## src/rtl/i2c_evt_pkg.sv

```systemverilog
package i2c_evt_pkg;
  localparam int unsigned REG_W    = 16;
  localparam int unsigned VEC_SRCS = 5;
  localparam int unsigned VEC_W    = $clog2(VEC_SRCS + 1);
  localparam int unsigned BUSY_BIT = 12;
  // status bits that latch an event pulse
  localparam logic [REG_W-1:0] LATCH_MASK  = 16'h6F1F;
  // status bits that can raise the interrupt
  localparam logic [REG_W-1:0] ENABLE_MASK = 16'h601F;
endpackage

```

## src/rtl/i2c_evt_sticky.sv

```systemverilog
module i2c_evt_sticky #(
  parameter int unsigned W = 16,
  parameter logic [W-1:0] KEEP = '1
) (
  input  logic         clk,
  input  logic         rst_n,
  input  logic [W-1:0] set_i,
  input  logic [W-1:0] clr_i,
  output logic [W-1:0] q_o
);
  logic unused_in;
  assign unused_in = ^((set_i | clr_i) & ~KEEP);

  for (genvar gi = 0; gi < W; gi++) begin : g_bit
    if (KEEP[gi]) begin : g_flop
      logic ce;
      logic d;
      logic q;
      // a set always beats a clear in the same cycle
      always_comb begin
        ce = set_i[gi] | clr_i[gi];
        d  = set_i[gi];
      end
      always_ff @(posedge clk or negedge rst_n) begin
        if (!rst_n)  q <= 1'b0;
        else if (ce) q <= d;
      end
      assign q_o[gi] = q;
    end else begin : g_void
      assign q_o[gi] = 1'b0;
    end
  end
endmodule

```

## src/rtl/i2c_evt_enable.sv

```systemverilog
module i2c_evt_enable #(
  parameter int unsigned W = 16,
  parameter logic [W-1:0] MASK = '1
) (
  input  logic         clk,
  input  logic         rst_n,
  input  logic         wr_i,
  input  logic [W-1:0] wdata_i,
  output logic [W-1:0] q_o
);
  logic [W-1:0] en_d;
  logic [W-1:0] en_q;

  always_comb en_d = wdata_i & MASK;

  always_ff @(posedge clk or negedge rst_n) begin
    if (!rst_n)    en_q <= '0;
    else if (wr_i) en_q <= en_d;
  end

  assign q_o = en_q;
endmodule

```

## src/rtl/i2c_evt_prio.sv

```systemverilog
module i2c_evt_prio #(
  parameter int unsigned N  = 5,
  parameter int unsigned CW = 3
) (
  input  logic [N-1:0]  pend_i,
  output logic [CW-1:0] code_o
);
  // the lowest index wins, and the code is the index plus one
  always_comb begin
    code_o = '0;
    for (int i = N - 1; i >= 0; i--) begin
      if (pend_i[i]) code_o = CW'(i + 1);
    end
  end
endmodule

```

## src/rtl/i2c_event_irq.sv

```systemverilog
module i2c_event_irq
  import i2c_evt_pkg::*;
#(
  parameter int unsigned ADDR_W = 2,
  parameter logic [ADDR_W-1:0] ADDR_ENABLE = 0,
  parameter logic [ADDR_W-1:0] ADDR_STATUS = 1,
  parameter logic [ADDR_W-1:0] ADDR_VECTOR = 2
) (
  input  logic              clk,
  input  logic              rst_n,
  input  logic [REG_W-1:0]  evt_pulse,
  input  logic              bus_busy,
  input  logic [ADDR_W-1:0] reg_addr,
  input  logic              reg_wr,
  input  logic              reg_rd,
  input  logic [REG_W-1:0]  reg_wdata,
  output logic [REG_W-1:0]  reg_rdata,
  output logic              irq
);
  logic [REG_W-1:0] sts_q;
  logic [REG_W-1:0] en_q;
  logic [VEC_W-1:0] vec_code;
  logic [REG_W-1:0] clr_w1c;
  logic [REG_W-1:0] clr_rd;
  logic [REG_W-1:0] clr_all;
  logic             en_wr;
  logic             irq_d;
  logic             irq_q;

  always_comb begin
    en_wr   = reg_wr && (reg_addr == ADDR_ENABLE);
    clr_w1c = (reg_wr && (reg_addr == ADDR_STATUS)) ? (reg_wdata & LATCH_MASK) : '0;
    clr_rd  = '0;
    if (reg_rd && (reg_addr == ADDR_VECTOR) && (vec_code != '0))
      clr_rd = REG_W'(1) << (vec_code - VEC_W'(1));
    clr_all = clr_w1c | clr_rd;
  end

  i2c_evt_sticky #(.W(REG_W), .KEEP(LATCH_MASK)) u_sticky (
    .clk   (clk),
    .rst_n (rst_n),
    .set_i (evt_pulse),
    .clr_i (clr_all),
    .q_o   (sts_q)
  );

  i2c_evt_enable #(.W(REG_W), .MASK(ENABLE_MASK)) u_enable (
    .clk     (clk),
    .rst_n   (rst_n),
    .wr_i    (en_wr),
    .wdata_i (reg_wdata),
    .q_o     (en_q)
  );

  i2c_evt_prio #(.N(VEC_SRCS), .CW(VEC_W)) u_prio (
    .pend_i (sts_q[VEC_SRCS-1:0] & en_q[VEC_SRCS-1:0]),
    .code_o (vec_code)
  );

  always_comb irq_d = |(sts_q & en_q);

  always_ff @(posedge clk or negedge rst_n) begin
    if (!rst_n) irq_q <= 1'b0;
    else        irq_q <= irq_d;
  end

  assign irq = irq_q;

  always_comb begin
    reg_rdata = '0;
    if (reg_addr == ADDR_ENABLE) begin
      reg_rdata = en_q;
    end else if (reg_addr == ADDR_STATUS) begin
      reg_rdata = sts_q;
      reg_rdata[BUSY_BIT] = bus_busy;
    end else if (reg_addr == ADDR_VECTOR) begin
      reg_rdata = REG_W'(vec_code);
    end
  end
endmodule

```

## config.mk

```make
export PLATFORM = sky130hd
export DESIGN_NAME = i2c_event_irq
export DESIGN_NICKNAME = d
export VERILOG_FILES = /design/src/rtl/i2c_evt_pkg.sv /design/src/rtl/i2c_evt_sticky.sv /design/src/rtl/i2c_evt_enable.sv /design/src/rtl/i2c_evt_prio.sv /design/src/rtl/i2c_event_irq.sv
export SDC_FILE = /design/constraint.sdc
export NUM_CORES = 1
export LEC_CHECK = 0
export BUFFER_PORTS_ARGS = -buffer_cell sky130_fd_sc_hd__buf_2
export CORE_UTILIZATION = 53
export CTS_CLUSTER_DIAMETER = 150
export DETAILED_ROUTE_END_ITERATION = 6
export HOLD_SLACK_MARGIN = 0.08
export PLACE_DENSITY = 0.95
export SYNTH_ARGS = -nofsm -noshare
export SYNTH_HDL_FRONTEND = slang
export SYNTH_HIERARCHICAL = 1
export SYNTH_SLANG_ARGS = --single-unit
```

## constraint.sdc

```tcl
create_clock -name clk -period 5.6 [get_ports clk]
set_clock_uncertainty 0.05 [all_clocks]
set_input_delay 0.84 -clock clk [delete_from_list [all_inputs] [get_ports clk]]
set_output_delay 0.84 -clock clk [all_outputs]
set_load 0.03 [all_outputs]
```

==> summary.md <==
| Metric | Value |
|---|---|
| Status | completed |
| First-pass GRT wire length | 4.188 mm |
| Unrepaired setup endpoints after global routing | no |
| Worst-margin pin slew | 1000 ps |
| Synth warnings | 6 |
| Die area | 3045 µm² |
| DR WL/cell | 12.62 µm |
| Clock root buffer | clkbuf_4 |
| Maximum vdd drop | 0.0001947 V |
| First-pass DRT Iterations | 4 |
| Grt total ovfl | 0 |
| CTS clk-pin slew, worst paths | 120 ps |
| # port buffers | 41 |
| Die Y | 55.18 µm |
| Reg-to-reg critical path endpoint | u_sticky/g_bit[0].g_flop.q |
| Critical setup path kind | flip-flop to output port |
| Required time of the worst setup path | 4710 ps |
| DRC | 0 |
| Pwr Density | 231.9 nW/µm² |
| Crit path launch type | flip-flop |
| Layout fillers | 223 |
| Critical Path Sink | reg_rdata[2] |
| Worst-case reg-to-reg path depth | 6 |
| ANT nets after route | 0 |
| Max cap viols | 0 |
| Largest net degree at the start of global routing | 22 |
| Area grow syn2layout | 5.509% |
| Syn Area/Cell | 9.547 µm² |
| Via count | 1,101 |
| Slew Viols, Final | 0 |
| Post-DP HPWL | 2.089 mm |
| I/O Pins | 56 |
| Final setup fails | 0 |
| Fraction of layout instances using a drive strength above 1 | 30.98% |
| Crit Path Max Fanout | 6 |
| Ant diodes | 0 |
| F_max | 308.3 MHz |
| Postcts setup bufs | 0 |
| Placer Congestion | 0.8766 |
| Post-Route WL | 2.701 mm |
| Final hold violation count | 0 |
| Initial DRC Count | 15 |
| NumNets Final | 224 |
| GRT Resource Usage Total | 19.90% |
| Die width | 55.18 µm |
| Post-CTS Hold Buffers | 0 |
| Mapped Area | 1499 µm² |
| Vias in the first global route | 961 |
| Max Root-Sink Buffers | 2 |
| CTS buffer count | 3 |
| Core Area | 2567 µm² |
| Sink Count | 19 |
| CTS tree | built |
| Num rows | 18 |
| Worst slew margin | 32.72% |
| Via density per instance | 5.145 |
| Fin crit period | 3244 ps |
| Setup TNS | 0 ps |
| Antenna violations before repair | 0 |
| Tightest Hold Check Type | input pin to asynchronous set/reset pin |
| Crit Reg-Reg Startpoint | u_enable/q_o[2] |
| Static leakage | 0.7617 nW |
| Post-Route Utilization | 61.60% |
| Worst reg2reg setup slack | 3490 ps |
| Cell count after synthesis | 157 |
| Critical path endpoint category | output port |
| H-tree Lvls | 1 |
| Starting Density | 58.38% |
| Tcrit/Tclk final | 57.93% |
| Setup crit start | u_enable/q_o[2] |
| Post-CTS sizing | 0 |
| CP arrival | 2350 ps |
| Clock Latency Late Sink | 300 ps |
[routing by layer]
metal / global-route usage [%] / share of wire [%]
met1: 23.00 / 41
met2: 35.54 / 52
met3: 6.557 / 6.1
met4: 4.167 / 0.37
met5: 0 / 0
[power breakdown]
part | total (mW) | internal [mW] | switching (mW)
clock network | 0.0712 | 0.0272 | 0.0440
registers | 0.161 | 0.150 | 0.0110
logic | 0.134 | 0.0567 | 0.0774
total | 0.367 | 0.234 | 0.132
[through the flow]
| step | instance area [µm²] | total power [mW] | setup slack [ps] | hold WS, ps | std cells |
|---|---|---|---|---|---|
| floorplan | 1544 | 0.2759 | 2617 | 400.4 | 169 |
| global placement | 1551 | 0.2935 | 2801 | 435.9 | 210 |
| detailed placement | 1551 | 0.2967 | 2800 | 445.0 | 210 |
| CTS | 1582 | 0.3689 | 2428 | 404.0 | 214 |
| global route | 1582 | 0.3896 | 2138 | 402.8 | 214 |
| finish | 1582 | 0.3667 | 2356 | 402.0 | 214 |
[final cells by class]
cell class	count	area, µm²	area share, %
Clock buffer	3	22.52	1.424
Clock inverter	1	7.507	0.4747
Inverter	14	52.55	3.323
Multi-Input combinational cell	105	773.2	48.89
Sequential cell	19	475.5	30.06
Tap cell	30	37.54	2.373
Timing Repair Buffer	42	212.7	13.45
[layout by cell type (no fill, tap or decap), types with 2 or more instances in the layout]
| master | n |
|---|---|
| a221oi_1 | 2 |
| nand2_1 | 6 |
| nor3b_1 | 2 |
| o31ai_1 | 2 |
| inv_1 | 14 |
| mux2_4 | 7 |
| o21ai_0 | 3 |
| conb_1 | 14 |
| a32o_1 | 3 |
| and2_1 | 10 |
| a22o_1 | 3 |
| buf_2 | 41 |
| a21o_1 | 11 |
| clkbuf_4 | 3 |
| nor3_1 | 2 |
| mux2i_1 | 16 |
| dfrtp_1 | 19 |
| nor2_1 | 16 |
[sequential cells by signal, summed over array words and instances (netlist names)]
register	count
u_sticky/g_bit.g_flop.q	11
u_enable/q_o	7
irq	1
[worst min-delay path by stage]
stage | from | endpoint | slack [ps]
final | rst_n | u_sticky/g_bit[10].g_flop.q | 400
after global routing | rst_n | u_sticky/g_bit[10].g_flop.q | 400
after floorplan | u_sticky/g_bit[2].g_flop.q | u_sticky/g_bit[2].g_flop.q | 400
after detailed placement | u_sticky/g_bit[11].g_flop.q | u_sticky/g_bit[11].g_flop.q | 440
after global placement | u_sticky/g_bit[2].g_flop.q | u_sticky/g_bit[2].g_flop.q | 440
after CTS | rst_n | u_sticky/g_bit[10].g_flop.q | 400
[worst max-delay path: stages (launching register included)]
cell and delay (ps):
dfrtp_1 410, and2_1 220, nor4_1 860, mux2i_1 150, o21ai_0 190, buf_2 220
Note: power is estimated with default switching activity, not from simulation.
